[src/rtl/bstrap_pkg.sv]
package bstrap_pkg;

   typedef enum logic [1:0] {
      PH_IDLE   = 2'd0,
      PH_CHARGE = 2'd1,
      PH_HIGH   = 2'd2,
      PH_FAULT  = 2'd3
   } phase_state_t;

endpackage

[src/rtl/bstrap_timer.sv]
module bstrap_timer #(
   parameter int LIMIT = 1000
) (
   input  logic clk,
   input  logic rst_n,
   input  logic restart,
   input  logic run,
   output logic expired
);
   localparam int CNT_W = (LIMIT > 2) ? $clog2(LIMIT) : 1;
   localparam logic [CNT_W-1:0] LAST = CNT_W'(LIMIT - 1);

   logic [CNT_W-1:0] cnt_q;

   always_ff @(posedge clk or negedge rst_n) begin
      if (!rst_n) begin
         cnt_q <= '0;
      end else if (restart) begin
         cnt_q <= '0;
      end else if (run && (cnt_q != LAST)) begin
         cnt_q <= cnt_q + 1'b1;
      end
   end

   assign expired = (cnt_q == LAST);

endmodule

[src/rtl/bstrap_phase.sv]
module bstrap_phase
   import bstrap_pkg::*;
#(
   parameter int TIMEOUT_CYCLES = 1000
) (
   input  logic clk,
   input  logic rst_n,
   input  logic fault_clr,
   input  logic hs_req,
   input  logic ls_req,
   input  logic above_on,
   input  logic above_off,
   output logic hs_en,
   output logic ls_en,
   output logic fault
);
   phase_state_t state_q, state_d;
   logic         start_chg;
   logic         tmr_expired;

   always_comb begin
      state_d   = state_q;
      start_chg = 1'b0;
      unique case (state_q)
         PH_IDLE: begin
            if (hs_req) begin
               if (above_on) begin
                  state_d = PH_HIGH;
               end else begin
                  state_d   = PH_CHARGE;
                  start_chg = 1'b1;
               end
            end
         end
         PH_CHARGE: begin
            if (!hs_req)          state_d = PH_IDLE;
            else if (above_on)    state_d = PH_HIGH;
            else if (tmr_expired) state_d = PH_FAULT;
         end
         PH_HIGH: begin
            if (!hs_req) begin
               state_d = PH_IDLE;
            end else if (!above_off) begin
               state_d   = PH_CHARGE;
               start_chg = 1'b1;
            end
         end
         PH_FAULT: begin
            if (fault_clr) state_d = PH_IDLE;
         end
         default: state_d = PH_IDLE;
      endcase
   end

   always_ff @(posedge clk or negedge rst_n) begin
      if (!rst_n) state_q <= PH_IDLE;
      else        state_q <= state_d;
   end

   bstrap_timer #(.LIMIT(TIMEOUT_CYCLES)) tmr_i (
      .clk     (clk),
      .rst_n   (rst_n),
      .restart (start_chg),
      .run     (state_q == PH_CHARGE),
      .expired (tmr_expired)
   );

   assign hs_en = (state_q == PH_HIGH);
   assign ls_en = (state_q == PH_CHARGE) ||
                  ((state_q == PH_IDLE) && ls_req && !hs_req);
   assign fault = (state_q == PH_FAULT);

endmodule

[src/rtl/bstrap_seq.sv]
module bstrap_seq #(
   parameter int NUM_PHASES     = 3,
   parameter int TIMEOUT_CYCLES = 1000
) (
   input  logic                  clk,
   input  logic                  rst_n,
   input  logic                  fault_clr,
   input  logic [NUM_PHASES-1:0] hs_req,
   input  logic [NUM_PHASES-1:0] ls_req,
   input  logic [NUM_PHASES-1:0] cap_above_on,
   input  logic [NUM_PHASES-1:0] cap_above_off,
   output logic [NUM_PHASES-1:0] hs_en,
   output logic [NUM_PHASES-1:0] ls_en,
   output logic [NUM_PHASES-1:0] phase_fault
);

   if (NUM_PHASES < 1) begin : g_bad_phases
      $error("bstrap_seq: NUM_PHASES must be at least 1");
   end
   if (TIMEOUT_CYCLES < 2) begin : g_bad_timeout
      $error("bstrap_seq: TIMEOUT_CYCLES must be at least 2");
   end

   for (genvar p = 0; p < NUM_PHASES; p++) begin : g_phase
      bstrap_phase #(.TIMEOUT_CYCLES(TIMEOUT_CYCLES)) phase_i (
         .clk       (clk),
         .rst_n     (rst_n),
         .fault_clr (fault_clr),
         .hs_req    (hs_req[p]),
         .ls_req    (ls_req[p]),
         .above_on  (cap_above_on[p]),
         .above_off (cap_above_off[p]),
         .hs_en     (hs_en[p]),
         .ls_en     (ls_en[p]),
         .fault     (phase_fault[p])
      );
   end

endmodule

[config.mk]
export PLATFORM = sky130hd
export DESIGN_NAME = bstrap_seq
export DESIGN_NICKNAME = d
export VERILOG_FILES = /design/src/rtl/bstrap_pkg.sv /design/src/rtl/bstrap_timer.sv /design/src/rtl/bstrap_phase.sv /design/src/rtl/bstrap_seq.sv
export SDC_FILE = /design/constraint.sdc
export NUM_CORES = 1
export LEC_CHECK = 0
export CAP_MARGIN = 20
export CORE_UTILIZATION = 40
export CTS_BUF_LIST = sky130_fd_sc_hd__clkbuf_4 sky130_fd_sc_hd__clkbuf_8
export DETAILED_ROUTE_END_ITERATION = 16
export DONT_BUFFER_PORTS = 1
export PLACE_DENSITY_LB_ADDON = 0.05
export SYNTH_ARGS = -nofsm -noshare
export SYNTH_HDL_FRONTEND = slang
export SYNTH_HIERARCHICAL = 1
export SYNTH_SLANG_ARGS = --single-unit
[constraint.sdc]
create_clock -name clk -period 1.9 [get_ports clk]
set_clock_uncertainty 0.15 [all_clocks]
set_input_delay 0.095 -clock clk [delete_from_list [all_inputs] [get_ports clk]]
set_output_delay 0.095 -clock clk [all_outputs]
set_load 0.01 [all_outputs]
==> results.toml, run 1 <==
[status]
status = "finished clean"

[pwr]
combPwrFrac = 0.210
clockPowerShare = 0.393
p_per_area_nw_per_um2 = 900
power.internal_w = 0.00176
total_power_w = 0.00242
p_sw_frac = 0.273
seqPwrFrac = 0.397
p_leak_nw = 1.07
p_sw_w = 0.000659
ir_worst_vdd_uv = 618

[die]
dieArea_um2 = 5680
ios = 24
die_w_um = 75.4
num_rows = 26
start_util = 0.419
coreArea_um2 = 5140
die_h_um = 75.4

[global_route]
track_usage = 0.202
grt_pass1_vias = 1988
grt_max_degree = 37
grt_overflow = 0
grt_antenna_before_repair = 0
grt_first_pass_wirelength_mm = 8.61

[clock_network]
cts.path.max_buffers = 2
tritoncts = "built"
htree_num_levels = 2
cts_sinks = 36
clk_pin_slew_ns = 0.07
clock-root-buffer = "clkbuf_8"
clock_latency_ns = 0.29
cts_buffers = 5

[logic_synthesis]
synth_simple_gate_area_frac = 0.315
synthAdderAreaFrac = 0.0174
syn-cell-area_um2 = 2150
synthXorXnorAreaFrac = 0.0122
synth-compound-area-share = 0.185
ys_seq_area_frac = 0.418
async_flop_share = 1.00
ys_seq_elements = 36
yosys_warnings = 6
muxShareOfSynthArea = 0.0139
synth-main-ff-cell = "dfrtp_1"
synth_top_family_by_area = "simple AND/OR/NAND/NOR gates"
postSynthCellCount = 231
postSynthAreaPerCell_um2 = 9.33
synth-edff-count = 0
syn-num-nets = 249
synth.distinct_cells = 32

[sta]
rsz0062_at_grt = "false"
tightestPinTransition_ns = 0.323
setup_violations = 0
max_slew_margin = 0.783
report.final.hold_viol_count = 0
fmax_mhz = 554
finalSetupTns_ns = 0
maxSlewViolCount = 0
post-route-period-util = 0.949
whs_ns = 0.0146
period_needed_ns = 1.80

[worst_setup_path]
start_kind = "flip-flop"
worst-path-buf-inv = 2
crit_path_max_incr_delay_ns = 0.56
end_kind = "flip-flop"
path_cells = "buf_4 -> or3b_1 -> dlygate4sd3_1 -> nand3_1"
critPathRequiredTime_ns = 1.98
crit_type = "reg2reg"
crit_family = "buffers and inverters"
cp_max_fo = 8
cp.arrival_ns = 1.89
crit_slowest_cell = "dlygate4sd3_1"

[route]
ant_nets = 0
via_per_inst = 5.92
vias = 2000
drc_errors = 0
drt-total-wl_mm = 5.39
first_pass_iters = 4
drt_iter0_drc = 128
wl_per_cell_um = 16.0

[place]
post_dp_cell_area_um2 = 2280
dp_hpwl_mm = 3.52
port_buffers = 0
place.gp.congestion = 0.806

[flow_run]
drv_cap = 0

[finish]
mostFrequentLayoutCells = "dfrtp_1 (36), a21oi_1 (24), buf_4 (21)"
drive_above_1_share = 0.138
layout.nets = 285
mostFrequentLayoutCell = "dfrtp_1"
final_util = 0.522
antenna_cells = 0
fin_area_um2 = 2680
syn2layout_area_growth_pct = 24.6

[hold_path]
hold_class = "in2reg"
==> metal layers <==
layer  share of wire  vias to the layer above  wire length [um]  GRT usage
met4           0.014                        0                77     0.0947
met3           0.033                        9               180     0.0437
met1            0.43                      991              2340      0.224
met5               0                        -                 0          0
li1                -                      956                 -          -
met2            0.52                       44              2800      0.366
==> timing repair <==
| action | in CTS | in global routing |
|---|---|---|
| endpoints found under the setup margin | 0 | 6 |
| resized for setup | 0 | 1 |
| hold buffers | 17 | 0 |
| hold endpoints to repair | 43 | 0 |
| setup buffers | 0 | 8 |
==> registers in the layout, indices dropped and copies added, names as in the netlist <==
name and count:
g_phase.phase_i/tmr_i/cnt_q 30, g_phase.phase_i/state_q 6
==> synth_stat cells (all sizes together), types with 9 or more instances <==
library cell | number | area, um^2
nand2 | 12 | 45.0
or3 | 9 | 56.3
dfrtp | 36 | 901
nor2 | 15 | 56.3
nand3 | 12 | 60.1
o31ai | 12 | 90.1
a21oi | 24 | 120
or4 | 12 | 90.1
o21ai | 9 | 45.0
nand2b | 12 | 75.1
nand4 | 9 | 56.3
==> metrics by stage <==
step	setup WS, ns	instances
2_1_floorplan	0.122	231
3_3_place_gp	0.159	305
3_5_place_dp	0.107	305
4_1_cts	0.0829	330
5_1_grt	0.0186	338
6_report	0.0962	338
==> layout make-up <==
type | instances | area, um^2
Sequential cell | 36 | 901
Inverter | 6 | 22.5
Clock inverter | 3 | 90.1
Fill cell | 494 | 2460
Tap cell | 70 | 87.6
Clock buffer | 5 | 68.8
Multi-Input combinational cell | 180 | 1180
Timing Repair Buffer | 38 | 338
==> final timing paths <==
path	start	end	slack, ns	cells after the start
max reg2reg	g_phase[2].phase_i/state_q[1]	g_phase[2].phase_i/state_q[0]	0.1	4
min reg2reg	g_phase[2].phase_i/tmr_i/cnt_q[8]	g_phase[2].phase_i/tmr_i/cnt_q[8]	0.40	2
min	cap_above_off[1]	g_phase[1].phase_i/tmr_i/cnt_q[4]	0.01	3
min in group asynchronous	rst_n	g_phase[0].phase_i/state_q[0]	0.10	2
max	g_phase[2].phase_i/state_q[1]	g_phase[2].phase_i/state_q[0]	0.1	4
max in group asynchronous	rst_n	g_phase[2].phase_i/tmr_i/cnt_q[0]	1.31	2
==> power by group through the flow <==
stage / Combinational [W] / Sequential (W) / Clock (W)
finish: 0.000508 / 0.000958 / 0.000950
global placement: 0.000405 / 0.000958 / 0
global route: 0.000578 / 0.000972 / 0.00101
floorplan: 0.000339 / 0.000950 / 0
CTS: 0.000494 / 0.000952 / 0.000980
detailed placement: 0.000438 / 0.000968 / 0
==> cell families (layout without fill, tap and decap cells) <==
kind of cell / after synthesis / after routing
AND/OR/NAND/NOR: 111 / 111
AO/OA/AOI/OAI: 60 / 60
flip-flops: 36 / 36
buffers and inverters: 15 / 52
adder cells (fa/ha/maj): 3 / 3
XOR/XNOR: 3 / 3
multiplexers: 3 / 3
==> worst reg2reg max path: stages, from the launching register on <==
cell and delay (ns):
dfrtp_1 0.41, buf_4 0.17, or3b_1 0.38, dlygate4sd3_1 0.56
nand3_1 0.08
No activity file was read; power rests on OpenSTA's default activity.
==> run 2, diff against run 1 <==
--- a/config.mk
+++ b/config.mk
@@ -10,7 +10,7 @@
 export CTS_BUF_LIST = sky130_fd_sc_hd__clkbuf_4 sky130_fd_sc_hd__clkbuf_8
 export DETAILED_ROUTE_END_ITERATION = 16
 export DONT_BUFFER_PORTS = 1
-export PLACE_DENSITY_LB_ADDON = 0.05
+export PLACE_DENSITY = 0.52
 export SYNTH_ARGS = -nofsm -noshare
 export SYNTH_HDL_FRONTEND = slang
 export SYNTH_HIERARCHICAL = 1
==> run 2 against run 1 <==
Worst hold slack got worse by 0.0015 ns. Critical path depth up 2. Count of clock-buffer cells in the layout increased by 1. Critical endpoint is now g_phase[0].phase_i/tmr_i/cnt_q[7]. Largest power group unchanged.
==> results.toml, run 2 (synthesis results as in run 1) <==
[status]
status = "finished clean"

[hold_path]
hold_depth = 3
whs_endpoint = "g_phase[1].phase_i/tmr_i/cnt_q[4]"
hold_class = "in2reg"
min_from = "cap_above_off[1]"

[finish]
drive_above_1_share = 0.125
syn2layout_area_growth_pct = 19.6
fill_cells = 496
layout.nets = 280
mostFrequentLayoutCell = "dfrtp_1"
regMostFlops = "g_phase.phase_i/tmr_i/cnt_q"
antenna_cells = 0
mostFrequentLayoutCells = "dfrtp_1 (36), a21oi_1 (24), buf_4 (17)"
reg_top3 = "g_phase.phase_i/tmr_i/cnt_q: 30 flops, g_phase.phase_i/state_q: 6 flops"
largest_reg_flops = 30
fin_area_um2 = 2580

[global_route]
grt_max_degree = 37
grt_antenna_before_repair = 0
grt_overflow = 0
grt_first_pass_wirelength_mm = 8.06
grt_pass1_vias = 1794
track_usage = 0.189

[route]
first_pass_iters = 4
drc_errors = 0
drt_iter0_drc = 159
via_per_inst = 5.74
vias = 1910
drt-total-wl_mm = 5.01
ant_nets = 0
wl_per_cell_um = 15.0

[sta]
max_slew_margin = 0.741
finalSetupTns_ns = 0
period_needed_ns = 1.80
post-route-period-util = 0.950
setup_violations = 0
whs_ns = 0.0131
fmax_mhz = 554
tightestPinTransition_ns = 0.388
report.final.hold_viol_count = 0
maxSlewViolCount = 0

[clock_network]
clk_pin_slew_ns = 0.08
cts.path.max_buffers = 2
clock_latency_ns = 0.29
cts_sinks = 36
clock-root-buffer = "clkbuf_8"
htree_num_levels = 2
tritoncts = "built"
cts_buffers = 5

[worst_setup_path]
reg2reg_setup_slack_ns = 0.1
r2r-end = "g_phase[0].phase_i/tmr_i/cnt_q[7]"
r2r_start = "g_phase[0].phase_i/state_q[0]"
crit_slowest_cell = "or4_1"
crit_type = "reg2reg"
end_kind = "flip-flop"
crit_path_max_incr_delay_ns = 0.40
start_kind = "flip-flop"
cp_max_fo = 8
cp.arrival_ns = 1.87
path_cells = "inv_1 -> nor2_1 -> nand4_1 -> buf_4 -> or4_1 -> a21oi_1"
critPathRequiredTime_ns = 1.96
reg2reg_depth = 6

[place]
place.gp.congestion = 0.845
port_buffers = 0
dp_hpwl_mm = 3.41
post_dp_cell_area_um2 = 2280

[die]
die_h_um = 75.4
dieArea_um2 = 5680
ios = 24
die_w_um = 75.4
num_rows = 26
coreArea_um2 = 5140
start_util = 0.419

[pwr]
p_per_area_nw_per_um2 = 779
ir_worst_vdd_uv = 395
p_leak_nw = 1.02
total_power_w = 0.00201

[flow_run]
drv_cap = 0
[run 2: changes by cell type in the layout (fill, tap and decap cells not counted)]
| cell | previous run | this run |
|---|---|---|
| dlygate4sd3_1 | 16 | 15 |
| clkbuf_8 | 5 | 6 |
| bufinv_16 | 3 | 0 |
| clkinv_2 | 0 | 2 |
| buf_4 | 21 | 17 |
[run 2: where the power goes]
group / leakage, nW / total, W / switching [W] / internal [W]
Sequential: 0.489 / 0.000953 / 0.0000934 / 0.000860
Clock: 0.0510 / 0.000566 / 0.000276 / 0.000289
Combinational: 0.480 / 0.000490 / 0.000262 / 0.000228
[run 2: layout make-up]
class / instances / area [um^2] / area share
flip-flops and latches: 36 / 901 / 0.350
clock buffers: 6 / 82.6 / 0.0320
well taps: 70 / 87.6 / 0.0340
repair buffers: 33 / 298 / 0.116
clock inverters: 2 / 10.0 / 0.00388
inverters: 6 / 22.5 / 0.00874
multi-input cells: 180 / 1180 / 0.456
[run 2: how the worst max path moves through the flow]
stage,end,depth (start not counted),from
floorplan,g_phase[0].phase_i/tmr_i/cnt_q[0],6,g_phase[0].phase_i/state_q[1]
global placement,g_phase[0].phase_i/tmr_i/cnt_q[9],5,g_phase[0].phase_i/state_q[0]
detailed placement,g_phase[0].phase_i/tmr_i/cnt_q[7],5,g_phase[0].phase_i/state_q[0]
CTS,g_phase[0].phase_i/tmr_i/cnt_q[9],5,g_phase[0].phase_i/state_q[0]
global route,g_phase[0].phase_i/tmr_i/cnt_q[9],6,g_phase[0].phase_i/state_q[0]
finish,g_phase[0].phase_i/tmr_i/cnt_q[7],6,g_phase[0].phase_i/state_q[0]
[run 2: timing repair]
item                                    CTS  global route
buffers inserted                          0             4
hold buffers                             16             0
hold endpoints to repair                 42             0
endpoints found under the setup margin    0             7
gates resized for setup                   0             1
[run 2: per-stage QoR]
step           worst slack (ns)  utilization  std cells
5_1_grt                 -0.0187        0.501        333
3_5_place_dp             0.0721        0.444        305
2_1_floorplan             0.122            -        231
6_report                 0.0959        0.501        333
3_3_place_gp              0.128        0.444        305
4_1_cts                  0.0580        0.495        329
[run 2: routing by layer]
metal,track usage,routed length [um]
met5,0,0
met4,0.0782,43
met3,0.0450,187
met2,0.325,2570
met1,0.227,2210
[run 2: worst max-delay path: cells and delay by family (launching register included)]
family,cells,cell delay (ns)
AND/OR/NAND/NOR,3,0.77
flip-flops,1,0.39
buffers and inverters,2,0.26
AO/OA/AOI/OAI,1,0.15
==> run 3, diff against run 2 <==
--- a/config.mk
+++ b/config.mk
@@ -6,11 +6,13 @@
 export NUM_CORES = 1
 export LEC_CHECK = 0
 export CAP_MARGIN = 20
+export CELL_PAD_IN_SITES_DETAIL_PLACEMENT = 1
+export CELL_PAD_IN_SITES_GLOBAL_PLACEMENT = 1
 export CORE_UTILIZATION = 40
 export CTS_BUF_LIST = sky130_fd_sc_hd__clkbuf_4 sky130_fd_sc_hd__clkbuf_8
 export DETAILED_ROUTE_END_ITERATION = 16
 export DONT_BUFFER_PORTS = 1
-export PLACE_DENSITY = 0.52
+export PLACE_DENSITY = 0.66
 export SYNTH_ARGS = -nofsm -noshare
 export SYNTH_HDL_FRONTEND = slang
 export SYNTH_HIERARCHICAL = 1
==> run 3 against run 2 <==
Total power rose by 1.6%. Register-to-register slack got worse by 0.03 ns. Non-clock buffer count rose by 7. Via count rose by 3.7%. Combinational power rose by 6.3%. Worst hold slack got worse by 0.0042 ns. Count of clock-buffer cells in the layout fell by 1. Critical path type unchanged. Critical endpoint is now g_phase[2].phase_i/tmr_i/cnt_q[7]. Largest power group unchanged. Highest routed layer unchanged.
==> results.toml, run 3 (synthesis results as in run 1) <==
[status]
status = "finished clean"

[route]
drt_iter0_drc = 52
first_pass_iters = 4
drc_errors = 0
via_per_inst = 5.83
wl_per_cell_um = 17.4
drt-total-wl_mm = 5.92
vias = 1981
ant_nets = 0

[finish]
final_util = 0.517
mostFrequentLayoutCells = "dfrtp_1 (33), a21oi_1 (24), buf_4 (21)"
reg_top3 = "g_phase.phase_i/tmr_i/cnt_q: 30 flops, g_phase.phase_i/state_q: 6 flops"
mostFrequentLayoutCell = "dfrtp_1"
syn2layout_area_growth_pct = 23.4
drive_above_1_share = 0.163
largest_reg_flops = 30
fin_cells = 340
layout.nets = 287
regMostFlops = "g_phase.phase_i/tmr_i/cnt_q"
antenna_cells = 0

[pwr]
ir_worst_vdd_uv = 438
p_leak_nw = 1.05
p_per_area_nw_per_um2 = 768
total_power_w = 0.00204

[worst_setup_path]
cp_max_fo = 8
start_kind = "flip-flop"
worst-path-buf-inv = 1
critPathRequiredTime_ns = 1.96
crit_family = "simple AND/OR/NAND/NOR gates"
crit_path_max_incr_delay_ns = 0.47
crit_type = "reg2reg"
crit_slowest_cell = "or4_1"
path_cells = "inv_1 -> nor2_1 -> nand4_1 -> or4_1 -> a21oi_1"
cp.arrival_ns = 1.89
end_kind = "flip-flop"

[sta]
rsz0062_at_grt = "true"
setup_violations = 0
max_slew_margin = 0.755
finalSetupTns_ns = 0
fmax_mhz = 544
maxSlewViolCount = 0
report.final.hold_viol_count = 0
period_needed_ns = 1.84
post-route-period-util = 0.967
tightestPinTransition_ns = 0.368

[die]
die_h_um = 75.4
dieArea_um2 = 5680
die_w_um = 75.4
start_util = 0.419
coreArea_um2 = 5140
num_rows = 26
ios = 24

[clock_network]
clock-root-buffer = "clkbuf_8"
clock_latency_ns = 0.29
cts.path.max_buffers = 2
htree_num_levels = 2
tritoncts = "built"
cts_buffers = 5
clk_pin_slew_ns = 0.08
cts_sinks = 36

[place]
port_buffers = 0
place.gp.congestion = 0.765
dp_cells = 305
dp_hpwl_mm = 3.78

[global_route]
track_usage = 0.215
grt_pass1_vias = 2011
grt_first_pass_wirelength_mm = 9.19
grt_overflow = 0
grt_max_degree = 37
grt_antenna_before_repair = 0

[hold_path]
hold_class = "in2reg"

[flow_run]
drv_cap = 0
==> run 3: worst paths after layout <==
| check | from | to | slack [ns] | cells past startpoint |
|---|---|---|---|---|
| max in group asynchronous | rst_n | g_phase[2].phase_i/tmr_i/cnt_q[7] | 1.28 | 2 |
| min reg2reg | g_phase[1].phase_i/tmr_i/cnt_q[8] | g_phase[1].phase_i/tmr_i/cnt_q[8] | 0.41 | 2 |
| max reg2reg | g_phase[2].phase_i/state_q[0] | g_phase[2].phase_i/tmr_i/cnt_q[7] | 0.06 | 5 |
| max | g_phase[2].phase_i/state_q[0] | g_phase[2].phase_i/tmr_i/cnt_q[7] | 0.06 | 5 |
| min | cap_above_off[2] | g_phase[2].phase_i/tmr_i/cnt_q[4] | 0.009 | 3 |
| min in group asynchronous | rst_n | g_phase[1].phase_i/state_q[0] | 0.11 | 2 |
==> run 3: per-stage QoR <==
| stage | cell area (um^2) | hold slack [ns] | setup WS, ns |
|---|---|---|---|
| 2_1_floorplan | 2150 | -0.351 | 0.122 |
| 4_1_cts | 2560 | 0.00157 | 0.0184 |
| 5_1_grt | 2660 | 0.0423 | -0.0680 |
| 3_3_place_gp | 2280 | -0.350 | 0.0932 |
| 6_report | 2660 | 0.00889 | 0.0630 |
| 3_5_place_dp | 2280 | -0.350 | -0.0505 |
==> run 3: worst min-delay path, delay by kind of cell <==
kind,cells,cell delay [ns]
buf+inv,1,0.15
compound gates,1,0.07
simple gates,1,0.09
==> run 3: power breakdown <==
group / total [W] / internal [W] / switching, W
sequential: 0.000968 / 0.000861 / 0.000107
combinational: 0.000521 / 0.000247 / 0.000274
clock: 0.000554 / 0.000256 / 0.000298
total: 0.00204 / 0.00136 / 0.000678
==> run 3: final cells by class <==
type | instances | area, um^2
fillers | 616 | 2480
multi-input cells | 180 | 1200
flip-flops and latches | 36 | 905
repair buffers | 40 | 360
well taps | 70 | 87.6
clock buffers | 5 | 68.8
inverters | 6 | 22.5
clock inverters | 3 | 18.8
==> run 3: per-layer routing <==
metal,share of wire,GRT usage
met5,0,0
met4,0.016,0.0802
met3,0.014,0.0384
met2,0.53,0.377
met1,0.44,0.264
==> run 3: what timing repair did <==
action / CTS / global route
hold endpoints to repair: 42 / 2
buffers inserted: 0 / 10
resized for setup: 2 / 7
hold buffers: 17 / 2
pin swaps: 0 / 3
endpoints found under the setup margin: 4 / 16
